$ cat src/rtl/vrh_cover.sv
module vrh_cover #(
   parameter int NUM_REGS = 16,
   localparam int IDX_W = $clog2(NUM_REGS)
) (
   input  logic [IDX_W-1:0]    idx,
   input  logic                wide,
   output logic [NUM_REGS-1:0] mask
);
   localparam logic [IDX_W-1:0] LAST = IDX_W'(NUM_REGS - 1);
   logic [IDX_W-1:0] nxt;

   always_comb begin
      nxt = (idx == LAST) ? '0 : idx + 1'b1;
      mask = '0;
      mask[idx] = 1'b1;
      if (wide) mask[nxt] = 1'b1;
   end
endmodule

$ cat src/rtl/vrh_flag_bank.sv
module vrh_flag_bank #(
   parameter int NUM_REGS = 16
) (
   input  logic                clk,
   input  logic                rst_n,
   input  logic [NUM_REGS-1:0] set_rsv,
   input  logic [NUM_REGS-1:0] clr_rsv,
   input  logic [NUM_REGS-1:0] set_busy,
   input  logic [NUM_REGS-1:0] clr_busy,
   output logic [NUM_REGS-1:0] rsv,
   output logic [NUM_REGS-1:0] busy
);
   always_ff @(posedge clk) begin
      if (!rst_n) begin
         rsv  <= '0;
         busy <= '0;
      end else begin
         rsv  <= (rsv & ~clr_rsv) | set_rsv;
         busy <= (busy & ~clr_busy) | set_busy;
      end
   end

   // a set always lands, even against a clear in the same cycle
   p_set_wins_r9: assert property (@(posedge clk) disable iff (!rst_n)
      (set_busy != '0) |=> ((busy & $past(set_busy)) == $past(set_busy)));

   // a clear without a matching set empties the reservation flag
   p_rsv_clear_r4: assert property (@(posedge clk) disable iff (!rst_n)
      ((clr_rsv & ~set_rsv) != '0) |=> ((rsv & $past(clr_rsv & ~set_rsv)) == '0));
endmodule

$ cat src/rtl/vrh_release_timer.sv
module vrh_release_timer #(
   parameter int NUM_REGS    = 16,
   parameter int QUEUE_DEPTH = 4,
   parameter int SP_DELAY    = 3,
   parameter int DP_DELAY    = 6,
   localparam int IDX_W  = $clog2(NUM_REGS),
   localparam int MAXD   = (SP_DELAY > DP_DELAY) ? SP_DELAY : DP_DELAY,
   localparam int TCNT_W = $clog2(MAXD + 1),
   localparam int SLOT_W = (QUEUE_DEPTH > 1) ? $clog2(QUEUE_DEPTH) : 1
) (
   input  logic                clk,
   input  logic                rst_n,
   input  logic                push,
   input  logic [IDX_W-1:0]    push_idx,
   input  logic                push_wide,
   output logic [NUM_REGS-1:0] rel_mask,
   output logic                full
);
   logic [QUEUE_DEPTH-1:0]  ent_vld;
   logic [IDX_W-1:0]        ent_idx  [QUEUE_DEPTH];
   logic                    ent_wide [QUEUE_DEPTH];
   logic [TCNT_W-1:0]       ent_cnt  [QUEUE_DEPTH];
   logic [QUEUE_DEPTH-1:0]  expire;
   logic [NUM_REGS-1:0]     ent_mask [QUEUE_DEPTH];
   logic [SLOT_W-1:0]       free_slot;
   logic                    have_free;
   logic [TCNT_W-1:0]       load_cnt;

   for (genvar e = 0; e < QUEUE_DEPTH; e++) begin : g_ent
      assign expire[e] = ent_vld[e] && (ent_cnt[e] == '0);
      vrh_cover #(.NUM_REGS(NUM_REGS)) u_cov (
         .idx (ent_idx[e]),
         .wide(ent_wide[e]),
         .mask(ent_mask[e])
      );
   end

   always_comb begin
      rel_mask = '0;
      for (int e = 0; e < QUEUE_DEPTH; e++)
         if (expire[e]) rel_mask = rel_mask | ent_mask[e];
   end

   always_comb begin
      free_slot = '0;
      have_free = 1'b0;
      for (int e = QUEUE_DEPTH - 1; e >= 0; e--)
         if (!ent_vld[e]) begin
            free_slot = SLOT_W'(e);
            have_free = 1'b1;
         end
   end

   assign full     = &ent_vld;
   assign load_cnt = push_wide ? TCNT_W'(DP_DELAY - 1) : TCNT_W'(SP_DELAY - 1);

   always_ff @(posedge clk) begin
      if (!rst_n) begin
         ent_vld <= '0;
         for (int e = 0; e < QUEUE_DEPTH; e++) begin
            ent_idx[e]  <= '0;
            ent_wide[e] <= 1'b0;
            ent_cnt[e]  <= '0;
         end
      end else begin
         for (int e = 0; e < QUEUE_DEPTH; e++) begin
            if (expire[e])       ent_vld[e] <= 1'b0;
            else if (ent_vld[e]) ent_cnt[e] <= ent_cnt[e] - 1'b1;
            if (push && have_free && (free_slot == SLOT_W'(e))) begin
               ent_vld[e]  <= 1'b1;
               ent_idx[e]  <= push_idx;
               ent_wide[e] <= push_wide;
               ent_cnt[e]  <= load_cnt;
            end
         end
      end
   end

   // an entry whose count is exhausted leaves the queue on the next edge
   for (genvar e = 0; e < QUEUE_DEPTH; e++) begin : g_chk
      p_expire_frees_r7: assert property (@(posedge clk) disable iff (!rst_n)
         (ent_vld[e] && ent_cnt[e] == '0) |=> !ent_vld[e]);
   end
endmodule

$ cat src/rtl/vrh_operand_check.sv
module vrh_operand_check #(
   parameter int NUM_REGS = 16,
   parameter int NUM_OPS  = 3,
   localparam int IDX_W = $clog2(NUM_REGS)
) (
   input  logic [NUM_OPS-1:0]       op_valid,
   input  logic [NUM_OPS-1:0]       op_dst,
   input  logic [NUM_OPS-1:0]       op_wide,
   input  logic [NUM_OPS*IDX_W-1:0] op_idx,
   input  logic [NUM_REGS-1:0]      rsv,
   input  logic [NUM_REGS-1:0]      busy,
   output logic                     ready,
   output logic                     first_is_dst
);
   logic [NUM_REGS-1:0] op_mask [NUM_OPS];
   logic [NUM_OPS-1:0]  blocked;
   logic [NUM_REGS-1:0] taken;

   assign taken = rsv | busy;

   for (genvar i = 0; i < NUM_OPS; i++) begin : g_op
      vrh_cover #(.NUM_REGS(NUM_REGS)) u_cov (
         .idx (op_idx[i*IDX_W +: IDX_W]),
         .wide(op_wide[i]),
         .mask(op_mask[i])
      );
      assign blocked[i] = op_valid[i] && ((op_mask[i] & taken) != '0);
   end

   always_comb begin
      first_is_dst = 1'b0;
      for (int i = NUM_OPS - 1; i >= 0; i--)
         if (blocked[i]) first_is_dst = op_dst[i];
   end

   assign ready = (blocked == '0);
endmodule

$ cat src/rtl/vreg_hazard_tracker.sv
module vreg_hazard_tracker #(
   parameter int NUM_REGS    = 16,
   parameter int GRANULE     = 4,
   parameter int NUM_OPS     = 3,
   parameter int SP_DELAY    = 3,
   parameter int DP_DELAY    = 6,
   parameter int QUEUE_DEPTH = 4,
   parameter int CNT_W       = 16,
   localparam int IDX_W = $clog2(NUM_REGS)
) (
   input  logic                     clk,
   input  logic                     rst_n,
   input  logic                     iss_en,
   input  logic [IDX_W-1:0]         iss_idx,
   input  logic                     iss_wide,
   input  logic                     ex_en,
   input  logic [IDX_W-1:0]         ex_idx,
   input  logic                     ex_wide,
   input  logic                     ex_mem,
   input  logic                     rel_en,
   input  logic [IDX_W-1:0]         rel_idx,
   input  logic                     rel_wide,
   input  logic                     query_en,
   input  logic [NUM_OPS-1:0]       op_valid,
   input  logic [NUM_OPS-1:0]       op_dst,
   input  logic [NUM_OPS-1:0]       op_wide,
   input  logic [NUM_OPS*IDX_W-1:0] op_idx,
   output logic                     ready,
   output logic [NUM_REGS-1:0]      rsv_flags,
   output logic [NUM_REGS-1:0]      busy_flags,
   output logic [CNT_W-1:0]         raw_stalls,
   output logic [CNT_W-1:0]         waw_stalls,
   output logic                     timer_full
);
   if (NUM_REGS % 2 != 0) begin : g_bad_odd
      $error("register count must be even");
   end
   if (NUM_REGS % GRANULE != 0) begin : g_bad_gran
      $error("register count must be a multiple of the allocation granule");
   end
   if (SP_DELAY < 1 || DP_DELAY < 1) begin : g_bad_delay
      $error("release delays must be at least one cycle");
   end

   logic [NUM_REGS-1:0] iss_mask, ex_mask, ext_mask, tmr_mask;
   logic [NUM_REGS-1:0] set_rsv, clr_rsv, set_busy, clr_busy;
   logic                first_is_dst;
   logic                timed_push;

   vrh_cover #(.NUM_REGS(NUM_REGS)) u_cov_iss (
      .idx(iss_idx), .wide(iss_wide), .mask(iss_mask));
   vrh_cover #(.NUM_REGS(NUM_REGS)) u_cov_ex (
      .idx(ex_idx), .wide(ex_wide), .mask(ex_mask));
   vrh_cover #(.NUM_REGS(NUM_REGS)) u_cov_rel (
      .idx(rel_idx), .wide(rel_wide), .mask(ext_mask));

   assign timed_push = ex_en && !ex_mem;
   assign set_rsv    = iss_en ? iss_mask : '0;
   assign clr_rsv    = ex_en  ? ex_mask  : '0;
   assign set_busy   = ex_en  ? ex_mask  : '0;
   assign clr_busy   = (rel_en ? ext_mask : '0) | tmr_mask;

   vrh_flag_bank #(.NUM_REGS(NUM_REGS)) u_flags (
      .clk     (clk),
      .rst_n   (rst_n),
      .set_rsv (set_rsv),
      .clr_rsv (clr_rsv),
      .set_busy(set_busy),
      .clr_busy(clr_busy),
      .rsv     (rsv_flags),
      .busy    (busy_flags)
   );

   vrh_release_timer #(
      .NUM_REGS   (NUM_REGS),
      .QUEUE_DEPTH(QUEUE_DEPTH),
      .SP_DELAY   (SP_DELAY),
      .DP_DELAY   (DP_DELAY)
   ) u_timer (
      .clk      (clk),
      .rst_n    (rst_n),
      .push     (timed_push),
      .push_idx (ex_idx),
      .push_wide(ex_wide),
      .rel_mask (tmr_mask),
      .full     (timer_full)
   );

   vrh_operand_check #(.NUM_REGS(NUM_REGS), .NUM_OPS(NUM_OPS)) u_check (
      .op_valid    (op_valid),
      .op_dst      (op_dst),
      .op_wide     (op_wide),
      .op_idx      (op_idx),
      .rsv         (rsv_flags),
      .busy        (busy_flags),
      .ready       (ready),
      .first_is_dst(first_is_dst)
   );

   always_ff @(posedge clk) begin
      if (!rst_n) begin
         raw_stalls <= '0;
         waw_stalls <= '0;
      end else if (query_en && !ready) begin
         if (first_is_dst) waw_stalls <= waw_stalls + 1'b1;
         else              raw_stalls <= raw_stalls + 1'b1;
      end
   end

   // a timed release is never requested with the queue full
   p_push_room_r10: assert property (@(posedge clk) disable iff (!rst_n)
      timed_push |-> !timer_full);

   // a ready query leaves both counters unchanged
   p_ready_quiet_r6: assert property (@(posedge clk) disable iff (!rst_n)
      (query_en && ready) |=> ($stable(raw_stalls) && $stable(waw_stalls)));

   // a blocked query moves exactly one counter
   p_one_counter_r6: assert property (@(posedge clk) disable iff (!rst_n)
      (query_en && !ready) |=>
         (($past(raw_stalls) != raw_stalls) != ($past(waw_stalls) != waw_stalls)));

   // an execute leaves its registers busy
   p_exec_busy_r4: assert property (@(posedge clk) disable iff (!rst_n)
      ex_en |=> ((busy_flags & $past(ex_mask)) == $past(ex_mask)));
endmodule

$ cat config.mk
export PLATFORM = sky130hd
export DESIGN_NAME = vreg_hazard_tracker
export DESIGN_NICKNAME = d
export VERILOG_FILES = /design/src/rtl/vrh_cover.sv /design/src/rtl/vrh_flag_bank.sv /design/src/rtl/vrh_release_timer.sv /design/src/rtl/vrh_operand_check.sv /design/src/rtl/vreg_hazard_tracker.sv
export SDC_FILE = /design/constraint.sdc
export NUM_CORES = 1
export LEC_CHECK = 0
export ABC_AREA = 1
export BUFFER_PORTS_ARGS = -buffer_cell sky130_fd_sc_hd__clkbuf_2
export CAP_MARGIN = 20
export CORE_MARGIN = 5
export CORE_UTILIZATION = 45
export DETAILED_ROUTE_END_ITERATION = 10
export MAX_ROUTING_LAYER = met4
export PLACE_DENSITY = 0.7
export SYNTH_ARGS = -nofsm -noshare
export SYNTH_HDL_FRONTEND = slang
export SYNTH_HIERARCHICAL = 1
export SYNTH_SLANG_ARGS = --single-unit
$ cat constraint.sdc
create_clock -name clk -period 3.1 [get_ports clk]
set_input_delay 0.155 -clock clk [delete_from_list [all_inputs] [get_ports clk]]
set_output_delay 0.155 -clock clk [all_outputs]
set_load 0.01 [all_outputs]
Word-level counts from Yosys, hierarchy flattened
Memories as Yosys holds them, arrays and structs flattened.
Cells that the tools add are included.
{"block": "totals", "latchBits": 0, "output_inout_bits": 66, "wordCells": 305, "ff_bits": 68, "n_memories": 3, "ram_bits": 32, "romBits": 0}
{"block": "classes", "add_sub_neg": 16, "shift": 0, "bitwise": 41, "n_div": 0, "reduce_logical": 52, "n_lt_le_gt_ge": 40, "eq_ne": 13, "n_mul": 0, "muxes": 132}
{"name": "u_timer.ent_idx", "depth": 4, "word_bits": 4, "rd": 4, "rd_ports_with_merged_regs": 0, "write_ports": 4, "line": "vrh_release_timer.sv:20", "source": "logic [IDX_W-1:0] ent_idx [QUEUE_DEPTH];"}
{"name": "u_timer.ent_cnt", "depth": 4, "word_bits": 3, "rd": 4, "rd_ports_with_merged_regs": 0, "write_ports": 4, "line": "vrh_release_timer.sv:22", "source": "logic [TCNT_W-1:0] ent_cnt [QUEUE_DEPTH];"}
{"name": "u_timer.ent_wide", "depth": 4, "word_bits": 1, "rd": 4, "rd_ports_with_merged_regs": 0, "write_ports": 4, "line": "vrh_release_timer.sv:21", "source": "logic ent_wide [QUEUE_DEPTH];"}
{"op": "two-way mux 16 bit", "n": 17}
{"op": "bitwise OR 16 bit", "n": 17}
{"op": "< comparator 4 x 5 -> 1 bit, second input constant", "n": 20}
{"op": "bitwise AND 16 bit", "n": 5}
{"op": "demux 1 bit (select 4 bit)", "n": 20}
{"op": "greater-or-equal comparator 4 x 1 -> 1 bit, second input constant", "n": 20}
{"op": "two-way mux 1 bit", "n": 68}
{"op": "two-way mux 4 bit", "n": 14}
{"op": "nonzero test 16 bit", "n": 3}
{"op": "adder 4 x 1 -> 4 bit, second input constant", "n": 10}
{"op": "== test 4 bit, second input constant", "n": 10}
{"op": "logical AND 1 bit", "n": 34}
{"op": "adder 16 x 1 -> 16 bit, second input constant", "n": 2}
{"op": "inverter 16 bit", "n": 2}
{"op": "two-way mux 3 bit", "n": 9}
{"op": "bitwise OR 1 bit", "n": 16}
{"op": "zero test 3 bit", "n": 5}
{"op": "subtractor 3 x 1 -> 3 bit, second input constant", "n": 4}
{"op": "two-way mux 2 bit", "n": 4}
{"op": "nonzero test 2 bit", "n": 4}
{"op": "== test 2 bit, second input constant", "n": 2}
{"op": "AND reduction 2 bit", "n": 2}
{"op": "AND reduction 4 bit", "n": 1}
{"op": "== test 2 x 1 -> 1 bit, second input constant", "n": 1}
{"op": "3 further kinds", "n": 4}

Longest topological paths before layout
Gate-level depths: netlist of the first run.
{"block": "depth", "word_depth": 19, "depth_mapped": 22}

Cells and area by module
Netlist of the first run, hierarchy kept.
{"module": "vrh_release_timer", "seq_area_each_um2": 1011.0, "area_per_inst_um2": 2073.2, "cells_per_inst": 250, "n_inst": 1}
{"module": "vreg_hazard_tracker", "seq_area_each_um2": 640.6, "area_per_inst_um2": 2058.2, "cells_per_inst": 345, "n_inst": 1}
{"module": "vrh_cover at u_check.g_op[0].u_cov ...", "seq_area_each_um2": 0.0, "area_per_inst_um2": 219.0, "cells_per_inst": 46, "n_inst": 8}
{"module": "vrh_flag_bank", "seq_area_each_um2": 640.6, "area_per_inst_um2": 1311.3, "cells_per_inst": 164, "n_inst": 1}
{"module": "vrh_operand_check", "seq_area_each_um2": 0.0, "area_per_inst_um2": 558.0, "cells_per_inst": 127, "n_inst": 1}
{"module": "vrh_cover at u_timer.g_ent[3].u_cov", "seq_area_each_um2": 0.0, "area_per_inst_um2": 166.4, "cells_per_inst": 39, "n_inst": 1}
{"module": "vrh_cover at u_cov_iss", "seq_area_each_um2": 0.0, "area_per_inst_um2": 161.4, "cells_per_inst": 41, "n_inst": 1}

Worst setup path before layout of the first run
OpenSTA, ideal clock, no wires.
{"block": "synth_timing", "path_type": "input port to flip-flop", "start": "in op_idx[4]", "end": "reg waw_stalls[4]", "path_buffers": 0, "arrival_time_ps": 1896, "setup_slack_ps": 1087, "cell_stages": 18, "t_required_ps": 2983, "cell_sequence": "o21ai_0 -> nor2_1 -> inv_1 -> nor2_1 -> nor2_1 -> nand2_1 -> nor2_1 -> nand2_2 -> nand2_1 -> nand2_1 -> a21oi_1 -> inv_2 -> nand3_4 -> inv_2 -> nand3_1 -> inv_1 -> a21oi_1 -> nor2_1"}
{"item": "from (decl)", "line": "vreg_hazard_tracker.sv:27", "source": "input logic [NUM_OPS*IDX_W-1:0] op_idx,"}
{"item": "to (signal assigned)", "line": "vreg_hazard_tracker.sv:105", "source": "if (first_is_dst) waw_stalls <= waw_stalls + 1'b1;"}
{"item": "to (decl)", "line": "vreg_hazard_tracker.sv:32", "source": "output logic [CNT_W-1:0] waw_stalls,"}

Final worst setup path of the first run
{"block": "layout_timing", "start": "reg u_flags.busy[12]", "end": "reg raw_stalls[14]"}
{"block": "layout_via", "elab_chain_cells": 9, "word_cells_on_any_way": 18}
{"item": "from (decl)", "line": "vrh_flag_bank.sv:11", "source": "output logic [NUM_REGS-1:0] busy"}
{"item": "from (signal assigned)", "line": "vrh_flag_bank.sv:19", "source": "busy <= (busy & ~clr_busy) | set_busy;"}
{"item": "bitwise OR 16 bit *", "line": "vrh_operand_check.sv:19", "source": "assign taken = rsv | busy;"}
{"item": "bitwise AND 16 bit", "line": "vrh_operand_check.sv:27", "source": "assign blocked[i] = op_valid[i] && ((op_mask[i] & taken) != '0);"}
{"item": "nonzero test 16 bit", "line": "vrh_operand_check.sv:27"}
{"item": "logical AND 1 bit", "line": "vrh_operand_check.sv:27"}
{"item": "two-way mux 1 bit (2 in series)", "line": "vrh_operand_check.sv:33", "source": "if (blocked[i]) first_is_dst = op_dst[i];"}
{"item": "two-way mux 1 bit *", "line": "vrh_operand_check.sv:33"}
{"item": "named net first_is_dst", "line": "vreg_hazard_tracker.sv:47", "source": "logic first_is_dst;"}
{"item": "inverter 1 bit (no source line) *"}
{"item": "AND reduction 2 bit (no source line) *"}
{"item": "to (signal assigned)", "line": "vreg_hazard_tracker.sv:106", "source": "else raw_stalls <= raw_stalls + 1'b1;"}
{"item": "to (decl)", "line": "vreg_hazard_tracker.sv:31", "source": "output logic [CNT_W-1:0] raw_stalls,"}
Mark *: on every way through the listed nets, which the timed path passes. The rest lies on a longest branch.
A chain may end at the register's enable or synchronous reset.

==> results.md, run 1 <==
- Outcome: finished clean
- Sequential Power Share: 48.3%
- Die area: 0.0207 mm²
- I/O Buffers: 108
- Crit path max fanout: 6
- Slew Viols, Final: 0
- Initial antenna violation count: 1
- Final hold violations: 0
- Detail Placement HPWL: 17,700 µm
- Gate power share: 16.1%
- # Post-CTS Setup Buffers: 0
- Required time of the critical path: 3.35 ns
- Clk pwr share: 35.6%
- Layout cells sized above 1: 18.0%
- CTS tree: yes
- Area grow syn2layout: 12.6%
- Most frequent cells after synthesis: 350 x nand2_1, 254 x inv_1, 213 x nor2_1
- Top_reg_cell synth: dfxtp_1
- Actual slew at the worst max-slew pin: 0.834 ns
- DR vias/cell: 4.96
- GR Overflow Total: 0
- Minimum clock period: 2.29 ns
- Crit path launch type: register
- Count leader, synth: nand2_1
- Die width: 144 µm
- Antenna Nets Post-Route: 0
- Critical Setup Path Class: register to register
- Register bit count reported by yosys: 100
- Hold WC Path Type: input pin to register
- Synth top area cells: dfxtp_1 18%, nand2_1 16%, inv_1 12%, edfxtp_1 11%, nor2_1 9.9%
- Register area share after synthesis: 28.4%
- Crit path largest cell delay: 0.53 ns
- Total Nets Final: 1,490
- Design area: 0.00910 mm²
- Lkg Pwr: 4.21 nW
- Crit end category: register
- CP Launch Point: u_flags/busy[12]
- Num CTS Buffers: 9
- Power Internal: 2.08 mW
- Final setup skew: 0.00900 ns
- Syn nets: 1,387
- Rel. slew slack: 44.3%
- CP most frequent cell: nand2_1
- Switch share: 29.9%
- Synth area leader: dfxtp_1
- Final setup fails: 0
- YS warnings: 6
- First-pass GRT wire length: 35,100 µm
- CTS root buf: clkbuf_16
- Die height: 144 µm
- Pre-antenna DRT Iters: 7
- Top achievable clock speed: 437 MHz
- Cell area after synthesis: 0.00808 mm²
- Io pins: 109
- Post-cts sizing count: 0
- Core area: 0.0178 mm²
- Largest net degree at the start of global routing: 33
- Reg-to-reg critical path startpoint: u_flags/busy[12]
- WP buf/inv: 2
- Final GP Congestion: 0.933
- Wire per inst: 13.1 µm
- Critical-path cell list: o21ai_0 -> nand4_1 -> nor2_1 -> nand2_1 -> nand2_1 -> nand2_1 -> clkinv_1 -> nand2_1 -> nand2_1 -> inv_1 -> nand3_2 -> nor2_1 -> nand4_1 -> nor2_1 -> nor2_1
- Mean post-synth cell area: 6.06 µm²
- Clk sink count: 100
- GRT Total Usage: 21.6%
- Clock latency on the worst-skew pair: 0.35 ns
- Yosys cell types: 39
- Worst-case clock buffer depth: 2
- Psw: 0.886 mW
- Synth top area share: 17.6%
- PwrDens: 326 mW/mm²
- 1st-iter DRT viols: 592
- Initial Util: 45.3%
- CTS Hold Bufs: 0
- Family with the most delay on the worst path: simple AND/OR/NAND/NOR gates
- Gate Count Post-Synth: 1,334
- Fraction of registers with async set/reset: 0%
- Critical Path AT: 2.54 ns
- Setup Total Neg Slack: 0 ns
- Vias in the first global route: 7,349
- H-tree level count: 3
- Hold Path Origin: ex_mem
- RSZ-0062 raised after global routing: false
- Slowest stage cell, crit path: dfxtp_1
- CTS clk-pin slew, worst paths: 0.07 ns
- Row count: 49
- Peak supply drop: 0.000290 V
- EDFF count, synth: 29
- Final Cycle Share: 73.8%
- Max_cap viols: 0
- Remaining DRCs: 0
- Via count: 8,293
- Drt total wl: 22,000 µm
- Area after DPL: 0.00882 mm²
[power groups by stage]
| stage | sequential [mW] | clock, mW | combinational (mW) |
|---|---|---|---|
| 6_report | 1.43 | 1.06 | 0.476 |
| 5_1_grt | 1.44 | 1.14 | 0.539 |
| 4_1_cts | 1.43 | 1.08 | 0.475 |
| 3_5_place_dp | 1.46 | 0 | 0.472 |
| 3_3_place_gp | 1.46 | 0 | 0.467 |
| 2_1_floorplan | 1.45 | 0 | 0.327 |
[registers in the layout, summed over array words and instances (netlist names)]
signal,flops
raw_stalls,16
u_timer/ent_wide,4
waw_stalls,16
u_flags/busy,16
u_flags/rsv,16
u_timer/ent_cnt,12
u_timer/ent_idx,16
u_timer/ent_vld,4
[stage by stage]
step | util [%] | hold slack [ns] | cells | setup WS [ns] | total power, mW
CTS | 51.0 | 0.206 | 1671 | 0.839 | 2.99
finish | 51.0 | 0.220 | 1672 | 0.811 | 2.96
global route | 51.0 | 0.254 | 1672 | 0.567 | 3.12
floorplan | - | 0.293 | 1334 | 1.09 | 1.78
detailed placement | 49.4 | 0.496 | 1655 | 0.643 | 1.93
global placement | 49.4 | 0.494 | 1655 | 0.710 | 1.93
[worst paths after layout]
| check | end | slack (ns) | depth (start not counted) |
|---|---|---|---|
| worst max-delay path | raw_stalls[14] | 0.81 | 15 |
| worst min-delay path | u_timer/ent_vld[0] | 0.22 | 4 |
| worst max register to register | raw_stalls[14] | 0.81 | 15 |
| worst min register to register | waw_stalls[15] | 0.51 | 2 |
[cells in the final DEF (no fill, tap or decap), types with 19 or more instances in the layout]
| cell | count |
|---|---|
| clkbuf_2 | 108 |
| nand2_1 | 350 |
| o21ai_2 | 24 |
| nor2_1 | 213 |
| edfxtp_1 | 29 |
| a21oi_1 | 39 |
| dfxtp_1 | 71 |
| inv_1 | 254 |
| nor2_4 | 19 |
| a21oi_2 | 30 |
| nand3_1 | 64 |
| o21ai_0 | 75 |
| inv_2 | 27 |
| nor2_2 | 24 |
| nand4_1 | 21 |
[worst register-to-register path: stages (launching register included)]
cell and delay (ns):
dfxtp_1 0.53, o21ai_0 0.19, nand4_1 0.14, nor2_1 0.05
nand2_1 0.10, nand2_1 0.08, nand2_1 0.07, clkinv_1 0.05
nand2_1 0.05, nand2_1 0.15, inv_1 0.11, nand3_2 0.15
nor2_1 0.24, nand4_1 0.11, nor2_1 0.11, nor2_1 0.05
[layer usage]
metal	track usage [%]	part of all wire (%)	vias up	wire length, µm
met5	-	0	-	0
met4	6.79	2.2	0	473
met3	3.44	6.4	30	1420
met2	32.9	44	243	9740
met1	29.5	47	3667	10300
li1	-	-	4353	-
[logic make-up after synthesis]
family | synth area share [%]
AND/OR/NAND/NOR | 38.0
buffers and inverters | 14.3
AO/OA/AOI/OAI | 17.0
flip-flops | 28.4
adder cells (fa/ha/maj) | 1.55
XOR/XNOR | 0.759
[final cells by class]
type | instances | area [µm²]
antenna | 1 | 2.50
clock buffer | 9 | 225
clock inverter | 7 | 48.8
fill | 1833 | 8740
inverter | 283 | 1060
multi-input combinational | 934 | 4630
sequential | 100 | 2290
tap | 229 | 287
timing repair buffer | 109 | 548
Note: power is estimated with default switching activity, not from simulation.
==> inputs of run 2 (changes only) <==
==> constraint.sdc (replaced) <==
create_clock -name clk -period 2.12 [get_ports clk]
set_input_delay 0.106 -clock clk [delete_from_list [all_inputs] [get_ports clk]]
set_output_delay 0.106 -clock clk [all_outputs]
set_load 0.01 [all_outputs]
==> run 2 against run 1 <==
Against the previous run:
- worst hold slack got worse by 0.056 ns
- sequential cell count stayed put
- die area is the same
- first-iteration DRC count down 8.6%
- register-to-register slack got worse by 0.76 ns
- power is 52% higher
- utilization up 3.0 points
- wire length up 3.0%
- cell count up 2.9%
- clock skew hardly changed
- sequential share of layout area fell by 1.1 points
- critical endpoint is now waw_stalls[9]
==> results.md, run 2 (synthesis results as in run 1) <==
- Outcome: finished clean
- Slowest stage cell, crit path: dfxtp_2
- Critical Setup Path Class: register to register
- Setup ws final: 0.0494 ns (-0.762 ns)
- Row count: 49 (unchanged)
- Rel. slew slack: 42.9% (-1.5 points)
- Final Cycle Share: 97.7% (+24 points)
- Crit end category: register
- Crit path launch type: register
- I/O Buffers: 108 (unchanged)
- H-tree level count: 3 (unchanged)
- Final setup fails: 0 (unchanged)
- Final GP Congestion: 0.914 (-2.0%)
- Max_cap viols: 0 (unchanged)
- Die height: 144 µm (unchanged)
- Hold Path Origin: ex_mem
- Io pins: 109 (unchanged)
- Area after DPL: 0.00915 mm² (+3.7%)
- CTS Hold Bufs: 0 (unchanged)
- Design area: 0.00963 mm² (+5.8%)
- Core area: 0.0178 mm² (unchanged)
- Crit path max fanout: 6 (unchanged)
- Worst-case clock buffer depth: 2 (unchanged)
- R2R cell count: 15 (unchanged)
- GR Overflow Total: 0 (unchanged)
- Drt total wl: 22,600 µm (+3.0%)
- Final core occ: 54.0% (+3.0 points)
- WHS Path Cells: 4 (unchanged)
- CTS clk-pin slew, worst paths: 0.07 ns (about the same)
- Peak supply drop: 0.000308 V (+6.1%)
- Family with the most delay on the worst path: simple AND/OR/NAND/NOR gates
- Wire per inst: 13.2 µm (+0.12%)
- Filler cell count: 1,820 (-0.71%)
- Crit path largest cell delay: 0.37 ns (-0.16 ns)
- CTS root buf: clkbuf_16
- Hold endpoint: u_timer/ent_vld[0]
- Most frequent cells in the layout: 345 x nand2_1, 252 x inv_1, 204 x nor2_1
- FF-to-FF setup slack: 0.05 ns (-0.76 ns)
- Antenna Nets Post-Route: 0 (unchanged)
- Via count: 8,453 (+1.9%)
- Minimum clock period: 2.07 ns (-0.218 ns)
- Die width: 144 µm (unchanged)
- Pre-antenna DRT Iters: 6 (-1)
- Critical-path cell list: o21ai_0 -> nand4_1 -> nor2_1 -> nand2_1 -> nand2_2 -> nand2_2 -> inv_2 -> nand2_2 -> nand2_4 -> nand3_4 -> nor2_8 -> buf_6 -> nand2_2 -> nor2_1 -> nor3_1
- Actual slew at the worst max-slew pin: 0.856 ns (+0.0222 ns)
- Clk sink count: 100 (unchanged)
- RSZ-0062 raised after global routing: true
- WP buf/inv: 2 (unchanged)
- Remaining DRCs: 0 (unchanged)
- Clock latency on the worst-skew pair: 0.35 ns (about the same)
- Reg area: 0.00232 mm² (+1.0%)
- Reg-to-reg critical path startpoint: u_flags/busy[14]
- Critical Path AT: 2.31 ns (-0.23 ns)
- Layout cells sized above 1: 23.5% (+5.5 points)
- Commonest non-fill, non-tap cell in the layout: nand2_1
- Final setup skew: 0.00923 ns (+0.000229 ns)
- Largest net degree at the start of global routing: 33 (unchanged)
- Final hold violations: 0 (unchanged)
- CTS tree: yes
- Lkg Pwr: 4.49 nW (+6.7%)
- Post-Place Worst Slack: -0.221 ns (-0.865 ns)
- GRT Total Usage: 22.1% (+0.43 points)
- Critical R2R Capture: waw_stalls[9]
- Die area: 0.0207 mm² (unchanged)
- 1st-iter DRT viols: 541 (-8.6%)
- Num CTS Buffers: 9 (unchanged)
- Vias in the first global route: 7,585 (+3.2%)
- Detail Placement HPWL: 18,400 µm (+3.9%)
- Initial antenna violation count: 2 (+1)
- Multi-input gate area: 0.00475 mm² (+2.6%)
- Dpl cells: 1,699 (+2.7%)
- Top achievable clock speed: 483 MHz (+11%)
- Total Nets Final: 1,537 (+3.2%)
- Required time of the critical path: 2.35 ns (-1.00 ns)
- PwrDens: 468 mW/mm² (+44%)
- DR vias/cell: 4.91 (-0.92%)
- Setup Total Neg Slack: 0 ns (unchanged)
- Non-filler cells, final: 1,720 (+2.9%)
- Hold WC Path Type: input pin to register
- Area grow syn2layout: 19.1%
- CP most frequent cell: nand2_2
- Slew Viols, Final: 0 (unchanged)
- First-pass GRT wire length: 36,100 µm (+2.6%)
- Initial Util: 45.3% (unchanged)
run 2: what timing repair did:
item,in CTS,in global routing
setup endpoints to repair,24,32
pin swaps,2,14
buffers inserted,0,3
cloned,0,0
resized for setup,9,52
run 2: worst max path at each step:
stage | start | end | slack [ns] | cells after the start
floorplan | op_idx[4] | waw_stalls[4] | 0.16 | 18
global placement | op_idx[5] | raw_stalls[14] | -0.17 | 21
detailed placement | op_idx[0] | raw_stalls[14] | -0.22 | 20
CTS | u_flags/busy[8] | waw_stalls[4] | 0.02 | 17
global route | u_flags/rsv[8] | waw_stalls[9] | -0.09 | 18
finish | u_flags/busy[14] | waw_stalls[9] | 0.05 | 15
run 2: cell type report:
| type | count | share of cell area, % |
|---|---|---|
| clock inverter | 7 | 0.702 |
| clock buffer | 9 | 2.34 |
| antenna | 2 | 0.0520 |
| multi-input combinational | 934 | 49.4 |
| timing repair buffer | 156 | 9.44 |
| sequential | 100 | 24.1 |
| tap | 229 | 2.98 |
| inverter | 283 | 11.1 |
run 2: report_power, final:
group          internal (mW)  switching (mW)
clock                  0.910           0.716
combinational          0.271           0.518
sequential              2.02          0.0677
total                   3.20            1.30
run 2: worst register-to-register path, delay by kind of cell, from the launching register on:
family / cells / cell delay (ns)
buffers and inverters: 2 / 0.18
flip-flops: 1 / 0.37
AND/OR/NAND/NOR: 12 / 1.24
AO/OA/AOI/OAI: 1 / 0.18
run 2: through the flow:
step | power, mW | hold WS [ns]
2_1_floorplan | 2.60 | 0.244
3_3_place_gp | 2.87 | 0.481
3_5_place_dp | 2.88 | 0.496
4_1_cts | 4.50 | 0.169
5_1_grt | 4.72 | 0.225
6_report | 4.50 | 0.164
run 2: metal layers:
metal | track usage, % | routed length (µm) | vias up | share of wire (%)
met5 | - | 0 | - | 0
met4 | 6.05 | 369 | 0 | 1.6
met3 | 3.64 | 1620 | 28 | 7.1
met2 | 34.6 | 10200 | 239 | 45
met1 | 29.6 | 10400 | 3747 | 46
li1 | - | - | 4439 | -
